**config.mk**
```make
export PLATFORM = sky130hd
export DESIGN_NAME = vliw_issue_dispatch
export DESIGN_NICKNAME = d
export VERILOG_FILES = /design/src/rtl/vliw_disp_pkg.sv /design/src/rtl/vliw_len_dec.sv /design/src/rtl/vliw_slot_route.sv /design/src/rtl/vliw_issue_dispatch.sv
export SDC_FILE = /design/constraint.sdc
export NUM_CORES = 1
export LEC_CHECK = 0
export ABC_AREA = 1
export BUFFER_PORTS_ARGS = -buffer_cell sky130_fd_sc_hd__buf_2
export CAP_MARGIN = 5
export CORE_MARGIN = 2
export CORE_UTILIZATION = 45
export CTS_CLUSTER_DIAMETER = 50
export DETAILED_ROUTE_END_ITERATION = 10
export GPL_ROUTABILITY_DRIVEN = 0
export GPL_TIMING_DRIVEN = 0
export HOLD_SLACK_MARGIN = 0.02
export PLACE_DENSITY = 0.66
export SLEW_MARGIN = 20
export SYNTH_ARGS = -nofsm -noshare
export SYNTH_HDL_FRONTEND = slang
export SYNTH_HIERARCHICAL = 1
export SYNTH_SLANG_ARGS = --single-unit
```
**constraint.sdc**
```tcl
create_clock -name clk -period 3.8 [get_ports clk]
set_clock_uncertainty 0.15 [all_clocks]
set_input_delay 0.19 -clock clk [delete_from_list [all_inputs] [get_ports clk]]
set_output_delay 0.19 -clock clk [all_outputs]
set_load 0.05 [all_outputs]
```
**src/rtl/vliw_disp_pkg.sv**
```systemverilog
package vliw_disp_pkg;

    localparam int OP_W      = 32;
    localparam int NUM_LANES = 4;
    localparam int NUM_PORTS = 6;
    localparam int PER_CLASS = 2;
    localparam int POS_W     = $clog2(NUM_LANES);
    localparam int END_BIT   = OP_W - 1;
    localparam int CLS_HI    = OP_W - 2;
    localparam int CLS_LO    = OP_W - 3;
    localparam int NUM_CLS   = 3;
    localparam int BR_BASE   = 2 * PER_CLASS;

    typedef enum logic [1:0] {
        CLS_INT = 2'b00,
        CLS_FM  = 2'b01,
        CLS_BR  = 2'b10,
        CLS_RSV = 2'b11
    } op_class_e;

    typedef struct packed {
        logic             vld;
        logic [POS_W-1:0] pos;
        logic [OP_W-1:0]  op;
    } port_slot_t;

    typedef logic [NUM_LANES-1:0][OP_W-1:0] lane_vec_t;
    typedef port_slot_t [NUM_PORTS-1:0]     slot_vec_t;

    function automatic op_class_e class_of(input logic [OP_W-1:0] w);
        return op_class_e'(w[CLS_HI:CLS_LO]);
    endfunction

    // Integer and float/media ports interleave; branch ports sit at the top.
    function automatic int port_of(input op_class_e c, input int rank);
        if (c == CLS_BR)
            return BR_BASE + rank;
        return rank * 2 + int'(c);
    endfunction

endpackage

```
**src/rtl/vliw_len_dec.sv**
```systemverilog
module vliw_len_dec
    import vliw_disp_pkg::*;
(
    input  logic [NUM_LANES-1:0] end_bits,
    output logic [NUM_LANES-1:0] lane_used,
    output logic                 no_end
);
    logic seen;

    always_comb begin
        seen = 1'b0;
        for (int i = 0; i < NUM_LANES; i++) begin
            lane_used[i] = !seen;
            if (end_bits[i])
                seen = 1'b1;
        end
        no_end = !seen;
    end

endmodule

```
**src/rtl/vliw_slot_route.sv**
```systemverilog
module vliw_slot_route
    import vliw_disp_pkg::*;
(
    input  lane_vec_t            lanes,
    input  logic [NUM_LANES-1:0] lane_used,
    output slot_vec_t            slots,
    output logic                 overflow,
    output logic                 rsv_seen
);
    int        cnt [NUM_CLS];
    int        rank;
    op_class_e cls;

    always_comb begin
        slots    = '0;
        overflow = 1'b0;
        rsv_seen = 1'b0;
        rank     = 0;
        cls      = CLS_INT;
        for (int k = 0; k < NUM_CLS; k++)
            cnt[k] = 0;
        for (int i = 0; i < NUM_LANES; i++) begin
            if (lane_used[i]) begin
                cls = class_of(lanes[i]);
                if (cls == CLS_RSV) begin
                    rsv_seen = 1'b1;
                end else begin
                    rank = cnt[int'(cls)];
                    cnt[int'(cls)] = rank + 1;
                    if (rank < PER_CLASS) begin
                        slots[port_of(cls, rank)].vld = 1'b1;
                        slots[port_of(cls, rank)].pos = POS_W'(i);
                        slots[port_of(cls, rank)].op  = lanes[i];
                    end else begin
                        overflow = 1'b1;
                    end
                end
            end
        end
    end

endmodule

```
**src/rtl/vliw_issue_dispatch.sv**
```systemverilog
module vliw_issue_dispatch
    import vliw_disp_pkg::*;
(
    input  logic                        clk,
    input  logic                        rst,
    input  logic                        bundle_valid,
    input  logic [NUM_LANES*OP_W-1:0]   bundle_ops,
    output logic [NUM_PORTS-1:0]        port_valid,
    output logic [NUM_PORTS*OP_W-1:0]   port_op,
    output logic [NUM_PORTS*POS_W-1:0]  port_pos,
    output logic                        bundle_err
);
    lane_vec_t            lanes;
    logic [NUM_LANES-1:0] end_bits;
    logic [NUM_LANES-1:0] lane_used;
    logic                 no_end;
    slot_vec_t            slots_d, slots_q;
    logic                 overflow, rsv_seen, fault;
    logic                 err_q;

    generate
        for (genvar i = 0; i < NUM_LANES; i++) begin : g_lane
            assign lanes[i]    = bundle_ops[i*OP_W +: OP_W];
            assign end_bits[i] = lanes[i][END_BIT];
        end
    endgenerate

    vliw_len_dec u_len (
        .end_bits  (end_bits),
        .lane_used (lane_used),
        .no_end    (no_end)
    );

    vliw_slot_route u_route (
        .lanes     (lanes),
        .lane_used (lane_used),
        .slots     (slots_d),
        .overflow  (overflow),
        .rsv_seen  (rsv_seen)
    );

    assign fault = no_end | overflow | rsv_seen;

    always_ff @(posedge clk) begin
        if (rst) begin
            slots_q <= '0;
            err_q   <= 1'b0;
        end else if (!bundle_valid) begin
            slots_q <= '0;
            err_q   <= 1'b0;
        end else if (fault) begin
            slots_q <= '0;
            err_q   <= 1'b1;
        end else begin
            slots_q <= slots_d;
            err_q   <= 1'b0;
        end
    end

    assign bundle_err = err_q;

    generate
        for (genvar p = 0; p < NUM_PORTS; p++) begin : g_port
            assign port_valid[p]                = slots_q[p].vld;
            assign port_op[p*OP_W +: OP_W]      = slots_q[p].op;
            assign port_pos[p*POS_W +: POS_W]   = slots_q[p].pos;


            idle_port_zero_chk: assert property (@(posedge clk) disable iff (rst)
                !port_valid[p] |-> (port_op[p*OP_W +: OP_W] == '0 &&
                                    port_pos[p*POS_W +: POS_W] == '0));
        end
    endgenerate


    idle_cycle_quiet_chk: assert property (@(posedge clk) disable iff (rst)
        !bundle_valid |=> (port_valid == '0 && !bundle_err));


    rejected_no_issue_chk: assert property (@(posedge clk) disable iff (rst)
        (bundle_valid && overflow) |=> (bundle_err && port_valid == '0));


    missing_end_chk: assert property (@(posedge clk) disable iff (rst)
        (bundle_valid && no_end) |=> bundle_err);


    int_order_chk: assert property (@(posedge clk) disable iff (rst)
        port_valid[2] |-> port_valid[0]);


    fm_order_chk: assert property (@(posedge clk) disable iff (rst)
        port_valid[3] |-> port_valid[1]);


    br_order_chk: assert property (@(posedge clk) disable iff (rst)
        port_valid[5] |-> port_valid[4]);


    issue_width_chk: assert property (@(posedge clk) disable iff (rst)
        $countones(port_valid) <= NUM_LANES);

endmodule

```
==> results of run 1 <==
[sequential cells by signal, summed over array words and instances, names as in the netlist]
| register | flops |
|---|---|
| port_valid | 6 |
| port_op | 192 |
| port_pos | 12 |
| bundle_err | 1 |
[logic make-up (layout without fill, tap and decap cells)]
family | count (synthesis) | count (layout) | share of synthesized area, %
simple gates | 1038 | 1038 | 42.2
other cells | 2 | 26 | 0.0514
fa+ha+maj | 4 | 4 | 0.342
flops | 211 | 211 | 28.9
compound gates | 233 | 233 | 9.76
mux | 1 | 1 | 0.0685
buf+inv | 605 | 1069 | 18.7
[timing repair]
action | CTS | global route
endpoints found under the hold margin | 149 | 0
hold buffers | 72 | 0
setup buffers | 3 | 5
pin swaps | 3 | 4
gates resized for setup | 17 | 30
setup endpoints to repair | 195 | 189
[layer usage]
metal | vias to the layer above | global-route usage [%] | share of wire, % | wire length (um)
met4 | 10 | 17.4 | 5.6 | 3190
met3 | 274 | 9.43 | 13 | 7550
met5 | - | 0 | 0.12 | 69
met2 | 1250 | 51.2 | 44 | 25000
met1 | 7298 | 40.4 | 37 | 21300
li1 | 7554 | - | - | -
[final timing paths]
kind / startpoint / end / cells after the start
setup / recovery: bundle_ops[31] / port_op[137]$_SDFF_PP0_ / 29
hold / removal: bundle_ops[54] / port_op[182]$_SDFF_PP0_ / 7
[per-stage QoR]
stage	utilization [%]	worst slack (ns)	std cells	power, mW
5_1_grt	58.6	-0.0253	3013	6.01
3_3_place_gp	53.1	-0.927	2876	3.46
2_1_floorplan	-	0.303	2100	3.10
6_report	58.6	0.166	3017	5.80
3_5_place_dp	53.1	-0.993	2876	3.47
4_1_cts	58.1	0.0201	2995	5.80
[Yosys cell counts]
| master | n | area, um^2 |
|---|---|---|
| sky130_fd_sc_hd__dfxtp_1 | 211 | 4220 |
| sky130_fd_sc_hd__buf_1 | 3 | 11.3 |
| sky130_fd_sc_hd__nor2_4 | 202 | 2270 |
| sky130_fd_sc_hd__a21boi_0 | 1 | 7.51 |
| sky130_fd_sc_hd__nor2_1 | 27 | 101 |
| sky130_fd_sc_hd__and2_1 | 1 | 6.26 |
| sky130_fd_sc_hd__buf_4 | 11 | 82.6 |
| sky130_fd_sc_hd__buf_6 | 1 | 11.3 |
| sky130_fd_sc_hd__o32ai_1 | 30 | 263 |
| sky130_fd_sc_hd__nor3_1 | 32 | 160 |
| sky130_fd_sc_hd__ha_1 | 4 | 50.1 |
| sky130_fd_sc_hd__clkinv_1 | 1 | 3.75 |
| sky130_fd_sc_hd__a21oi_4 | 1 | 16.3 |
| sky130_fd_sc_hd__nand3b_1 | 1 | 7.51 |
| sky130_fd_sc_hd__inv_2 | 12 | 45.0 |
| sky130_fd_sc_hd__nand2_2 | 3 | 18.8 |
| sky130_fd_sc_hd__nor2_2 | 8 | 50.1 |
| sky130_fd_sc_hd__nand4_1 | 42 | 263 |
| sky130_fd_sc_hd__clkbuf_1 | 84 | 315 |
| sky130_fd_sc_hd__inv_1 | 431 | 1620 |
| sky130_fd_sc_hd__buf_12 | 22 | 440 |
| sky130_fd_sc_hd__nor3_2 | 2 | 20.0 |
| sky130_fd_sc_hd__a21oi_1 | 92 | 460 |
| sky130_fd_sc_hd__o22ai_1 | 29 | 181 |
| sky130_fd_sc_hd__mux2i_1 | 1 | 10.0 |
| sky130_fd_sc_hd__o21ai_4 | 1 | 16.3 |
| sky130_fd_sc_hd__nand3_2 | 6 | 60.1 |
| sky130_fd_sc_hd__o21ai_0 | 27 | 135 |
| sky130_fd_sc_hd__a22oi_1 | 30 | 225 |
| sky130_fd_sc_hd__buf_2 | 40 | 200 |
| sky130_fd_sc_hd__nand2_1 | 303 | 1140 |
| sky130_fd_sc_hd__a31oi_1 | 1 | 6.26 |
| sky130_fd_sc_hd__a21oi_2 | 2 | 17.5 |
| sky130_fd_sc_hd__o31ai_1 | 1 | 7.51 |
| sky130_fd_sc_hd__nand3_4 | 1 | 17.5 |
| sky130_fd_sc_hd__conb_1 | 2 | 7.51 |
| sky130_fd_sc_hd__o21ai_1 | 18 | 90.1 |
| sky130_fd_sc_hd__nand3_1 | 410 | 2050 |
[report_power, final]
part	internal [mW]	switching [mW]	total, mW
clock	1.31	0.949	2.26
combinational	0.392	0.894	1.29
sequential	2.25	0.00891	2.26
[critical path, delay by kind of cell]
family | cells | cell delay (ns)
and+or+nand+nor | 17 | 1.84
buffers and inverters | 9 | 1.19
adders and majority gates | 2 | 0.48
muxes | 1 | 0.21
[cell type report]
cell class              instances  area, um^2  area share (%)
clock buffers                  32         661            3.55
repair buffers                421        2510            13.5
multi-input cells            1284        7770            41.7
plain buffers                 160        1090            5.85
flip-flops and latches        211        4220            22.7
inverters                     444        1670            8.94
well taps                     435         544            2.92
clock inverters                12         125           0.671
diodes                         18        45.0           0.242
[layout by cell type, fill, tap and decap left out, types with 13 or more instances in the layout]
| master | instances |
|---|---|
| sky130_fd_sc_hd__a21oi_1 | 92 |
| sky130_fd_sc_hd__a22oi_1 | 30 |
| sky130_fd_sc_hd__buf_12 | 24 |
| sky130_fd_sc_hd__buf_2 | 373 |
| sky130_fd_sc_hd__buf_4 | 19 |
| sky130_fd_sc_hd__clkbuf_1 | 79 |
| sky130_fd_sc_hd__clkbuf_16 | 24 |
| sky130_fd_sc_hd__dfxtp_1 | 211 |
| sky130_fd_sc_hd__diode_2 | 18 |
| sky130_fd_sc_hd__dlygate4sd3_1 | 72 |
| sky130_fd_sc_hd__inv_1 | 430 |
| sky130_fd_sc_hd__inv_2 | 13 |
| sky130_fd_sc_hd__nand2_1 | 303 |
| sky130_fd_sc_hd__nand3_1 | 406 |
| sky130_fd_sc_hd__nand4_1 | 42 |
| sky130_fd_sc_hd__nor2_1 | 24 |
| sky130_fd_sc_hd__nor2_4 | 203 |
| sky130_fd_sc_hd__nor3_1 | 32 |
| sky130_fd_sc_hd__o21ai_0 | 23 |
| sky130_fd_sc_hd__o21ai_1 | 19 |
| sky130_fd_sc_hd__o22ai_1 | 29 |
| sky130_fd_sc_hd__o32ai_1 | 30 |
==> summary.md, run 1 <==
The run finished, with violations left. The checks that failed: design-rule violations. In the final routed layout, each cell accounts on average for 18.9 um.

The summed instance area of the synthesized netlist was 14600 um^2; the count of buffers from port buffering was 341. Dividing total power by cell area gives a power density of 311 nW/um^2. VDD sags by at most 0.000336 V. The total DRC errors in the routed layout was 1; the timing-limited maximum frequency was 0.275 GHz.

The number of clock sinks is 211. Synthesis handed over a netlist of 2094 instances. Slowest cell on the critical path: sky130_fd_sc_hd__ha_1. Max-cap violations in this run came to 0. Headroom to the max-slew limit came out at 47.3%. Summed over all layers, the routed wires come to 57.1 mm. Total count of hold-check failures in the final report: 0. The dominant cell type by count on the critical path is sky130_fd_sc_hd__nand2_1.

The maximum number of pins on one net before global-route repair came out at 15. The area after detailed placement is 16900 um^2. The category of the most critical setup path is in2reg. The run gives 0 as the total count of max-transition violations in the final report. The overall routing resource usage came out at 32.6%.

The logs give 0 for the number of nets still failing antenna checks after routing and 0 ns for the summed negative setup slack over all endpoints. Data arrives at the worst endpoint at 3.92 ns. The number of antenna violations at the first check in global routing is 22, and the final net count is 2681.

The worst setup path is captured at a flip-flop. Of all nets on the critical path, the largest fanout is 10. The total I/O pin count came out at 342. For the total of warnings raised by yosys, the log shows 6.

For the pin with the worst max-slew slack, the measured transition is 0.790 ns. Sequential cells were found to cover 28.9% of the synthesized design area. Setup repair after global routing could not meet its margin everywhere.

The via count of the first global-routing pass was 15600; the overall die area was 33900 um^2. For the placeable core region, the log shows 31800 um^2. The initial utilization of the core area, before any placement, comes to 46.0%. The detailed router finished its first iteration with 2244 violations. For the worst setup path, the data required time is 4.08 ns.

The clock-pin slew reported for the worst setup and hold paths after clock tree synthesis was 0.06 ns; the half-perimeter wire length of the detailed placement result was 41.9 mm. Across all layers, the routed design uses 16400 vias. The tightest min-delay check is of the in2reg type. Compared with the post-synthesis result, the final layout area differs by 27.5%. The floorplan has 65 rows. The count of distinct cell types in the synthesized netlist was 38; the minimum period implied by the final worst setup slack was 3.63 ns. The die is 184 um wide.

The largest incremental delay on the critical path is 0.28 ns. Counting along the longest clock path gives a buffer depth of 3. The kind of start point of the critical path was an input pin. Summing all non-filler instances in the final layout gives an area of 18600 um^2. The fill cell instance count of the final layout was 3041; the first-pass GRT wire length was 85.5 mm. Cells with a size suffix above 1 make up 28.2% of the layout. From bottom edge to top edge, the die measures 184 um. The leakage power total was 9.03 nW. Number of register bits inferred by synthesis: 211. TritonCTS built the clock tree. Clock tree synthesis inserted a total of 24 buffers. The first detailed-routing pass ran for 10 iterations. The tree is rooted in a sky130_fd_sc_hd__clkbuf_16. The worst hold slack was 0.0385 ns; the level count of the clock H-tree was 1.

The final critical-path share of the clock period came out at 95.6%. The average instance in the mapped netlist occupies 6.98 um^2. In the routed layout, each cell is associated on average with a via count of 5.43. For the residual overflow from global routing, the log shows 0. The run gives 0 as the final number of setup-violating endpoints.
Power figures use the tool's default switching activity.
==> inputs of run 2 (changes only) <==
--- a/config.mk
+++ b/config.mk
@@ -12,4 +12,5 @@
 export CORE_UTILIZATION = 45
 export CTS_CLUSTER_DIAMETER = 50
+export CTS_CLUSTER_SIZE = 8
 export DETAILED_ROUTE_END_ITERATION = 10
 export GPL_ROUTABILITY_DRIVEN = 0
==> constraint.sdc (replaced) <==
create_clock -name clk -period 3.8 [get_ports clk]
set_clock_uncertainty 0.15 [all_clocks]
set_input_delay 0.38 -clock clk [delete_from_list [all_inputs] [get_ports clk]]
set_output_delay 0.38 -clock clk [all_outputs]
set_load 0.05 [all_outputs]
==> summary.md, run 2 (same netlist as run 1, synthesis figures left out) <==
The starting density of the core was 46.0% (unchanged); the number of violations of the max-capacitance limit was 0 (unchanged). First-pass GRT wire length: 84.6 mm (-1.1%). Part of the power in registers: 36.7% (-2.2 points). For this design, the slowest cell found on the critical path is sky130_fd_sc_hd__nand4_1.

The overall die area is 33900 um^2 (unchanged). The ratio of total power to cell area works out to 337 nW/um^2 (+8.3%). For the maximum number of pins on one net before global-route repair, the log shows 20 (+5). The area growth from synthesis to layout works out to 25.2%. Leaving out fill and tap cells, the most frequent cell in the layout is sky130_fd_sc_hd__inv_1. The fraction of power spent switching nets works out to 29.9% (-2.0 points). The total DRC errors in the routed layout is 0 (-1), and the via count of the first global-routing pass is 15400 (-1.7%). The number of antenna violations at the first check in global routing is 21 (-4.5%).

The vertical extent of the die came out at 184 um (unchanged). The count of buffer and inverter cells on the critical path is 10 (+1), and the max-slew headroom at the worst pin is 48.1% (+0.81 points). The share of total power in combinational logic was 20.0% (-2.2 points); the residual overflow from global routing was 0 (unchanged). The count of buffers from port buffering was 341 (unchanged); the total I/O pin count was 342 (unchanged). The multi-input logic area is 7840 um^2 (+1.0%). The flow ran to the end, and the final reports show no timing, DRC or antenna violations.

TritonCTS built the clock tree. Ratio of cells with drive above 1 in the final layout: 30.5% (+2.3 points). Counting stages on the worst path, the most repeated cell is sky130_fd_sc_hd__inv_1. The register area came out at 4220 um^2 (unchanged).

Grouping stages by cell kind, the critical path spends the most delay in simple AND/OR/NAND/NOR gates. The leakage power total is 8.92 nW (-1.1%), and the final number of setup-violating endpoints is 0 (unchanged). The number of cells traversed by the worst hold path came out at 3 (-4).

The summed negative setup slack over all endpoints was 0 ns (unchanged); the final critical-path share of the clock period was 96.5% (+0.86 points). The top cell types in the final layout, fill and taps aside, are sky130_fd_sc_hd__inv_1 (410), sky130_fd_sc_hd__nand3_1 (397), sky130_fd_sc_hd__buf_2 (358). For the number of nets still failing antenna checks after routing, the log shows 0 (unchanged).

The total count of hold-check failures in the final report is 0 (unchanged). The tightest min-delay check is of the in2reg type. The run gives 41.9 mm (unchanged) as the half-perimeter wire length of the detailed placement result.

The flip-flop count of the largest register after layout works out to 192 (unchanged). The master cell of the clock root buffer was sky130_fd_sc_hd__clkbuf_16. The worst setup path is launched from an input pin.

The maximum fanout along the worst path was 10 (unchanged). The largest incremental delay on the critical path was 0.28 ns (about the same); the clock-pin slew reported for the worst setup and hold paths after clock tree synthesis was 0.05 ns (about the same). Minimum period implied by the final worst setup slack: 3.67 ns (+0.0327 ns).

The overall routing resource usage is 32.4% (-0.15 points), and the chip width is 184 um (unchanged). The maximum root-to-sink buffer count was 3 (unchanged). The final routed wirelength across all metal layers is 56.7 mm (-0.69%), and the via count of the routed design is 16200 (-1.2%). STA classifies the critical path endpoint as a flip-flop. For the level count of the clock H-tree, the log shows 2 (+1).

The placeable core region is 31800 um^2 (unchanged). Average routed wire per standard cell: 19.2 um (+1.7%). The via density per instance works out to 5.50 (+1.2%). The run gives 65 (unchanged) as the number of rows created at floorplan. The timing-limited maximum frequency is 0.273 GHz (-0.89%). The tools report the internal power as 4.32 mW (+9.4%). The peak supply drop is 0.000346 V (+2.9%), and the slew at the pin closest to its max-slew limit is 0.778 ns (-0.0121 ns).

The final net count is 2624 (-2.1%). The instance count on the critical path works out to 27 (-6.9%). The logs give 34 (+42%) for the number of buffers added by the clock tree synthesis step and 57.5% (-1.1 points) for the core utilization of the finished layout. Fill cell instance count of the final layout: 3105 (+2.1%). The run gives 43.3% (+4.3 points) as the share of power burned in the clock network. Count of TritonRoute iterations in the first routing pass: 7 (-3). Total count of max-transition violations in the final report: 0 (unchanged). For the data arrival time at the worst-slack endpoint, the log shows 3.92 ns (about the same). The critical path is of the in2reg type.

The count of routing violations after the opening detailed-route iteration is 2446 (+9.0%), and the reported net switching power is 1.85 mW (-0.25%). The run gives 211 (unchanged) as the number of clock sinks. For the required time reported for the critical path endpoint, the log shows 4.05 ns (-0.03 ns).
==> run 2: cell count changes in the layout (fill, tap and decap cells not counted), sizes merged <==
| cell | previous run | this run |
|---|---|---|
| diode | 18 | 15 |
| dlygate4sd3 | 72 | 0 |
| clkinv | 8 | 3 |
| buf | 418 | 433 |
| clkbuf | 123 | 119 |
| inv | 446 | 444 |
| nand3 | 417 | 418 |
| clkinvlp | 1 | 0 |
==> run 2: worst paths after layout <==
check / slack [ns] / endpoint / startpoint
worst max-delay path: 0.13 / port_op[59]$_SDFF_PP0_ / bundle_ops[31]
worst min-delay path: 0.06 / bundle_err$_SDFF_PP0_ / rst
==> run 2: layer usage <==
metal	share of wire, %	GRT usage, %
met4	4.9	16.8
met2	45	51.2
met3	13	10.0
met5	0.16	0
met1	37	39.7
==> run 2: layout make-up <==
| class | instances | area share, % |
|---|---|---|
| multi-input cells | 1285 | 42.9 |
| flip-flops and latches | 211 | 23.1 |
| repair buffers | 354 | 9.95 |
| inverters | 444 | 9.12 |
| plain buffers | 159 | 6.58 |
| clock buffers | 39 | 4.92 |
| well taps | 435 | 2.97 |
| clock inverters | 4 | 0.308 |
| diodes | 15 | 0.205 |
==> run 2: power groups by stage <==
stage	Clock (mW)	Combinational [mW]	Sequential, mW
3_3_place_gp	0	1.15	2.30
4_1_cts	2.73	1.18	2.26
5_1_grt	2.83	1.31	2.26
2_1_floorplan	0	0.676	2.43
6_report	2.67	1.24	2.26
3_5_place_dp	0	1.16	2.30
==> run 2: metrics by stage <==
| stage | hold WS (ns) | setup WS [ns] | std cells | area [um^2] | power [mW] |
|---|---|---|---|---|---|
| after detailed placement | 0.570 | -1.18 | 2876 | 16900 | 3.47 |
| after CTS | 0.0498 | 0.0320 | 2926 | 18000 | 6.18 |
| after global placement | 0.570 | -1.12 | 2876 | 16900 | 3.46 |
| after global routing | 0.0591 | -0.0303 | 2942 | 18300 | 6.40 |
| final | 0.0567 | 0.133 | 2946 | 18300 | 6.17 |
| after floorplan | 0.455 | 0.113 | 2100 | 14600 | 3.10 |
==> run 2: what timing repair did <==
| action | in CTS | in global routing |
|---|---|---|
| hold endpoints to repair | 0 | 0 |
| setup buffers | 8 | 5 |
| setup endpoints to repair | 203 | 201 |
| gates cloned | 0 | 1 |
| hold buffers | 0 | 0 |
| pin swaps | 5 | 5 |
| gates resized for setup | 27 | 128 |
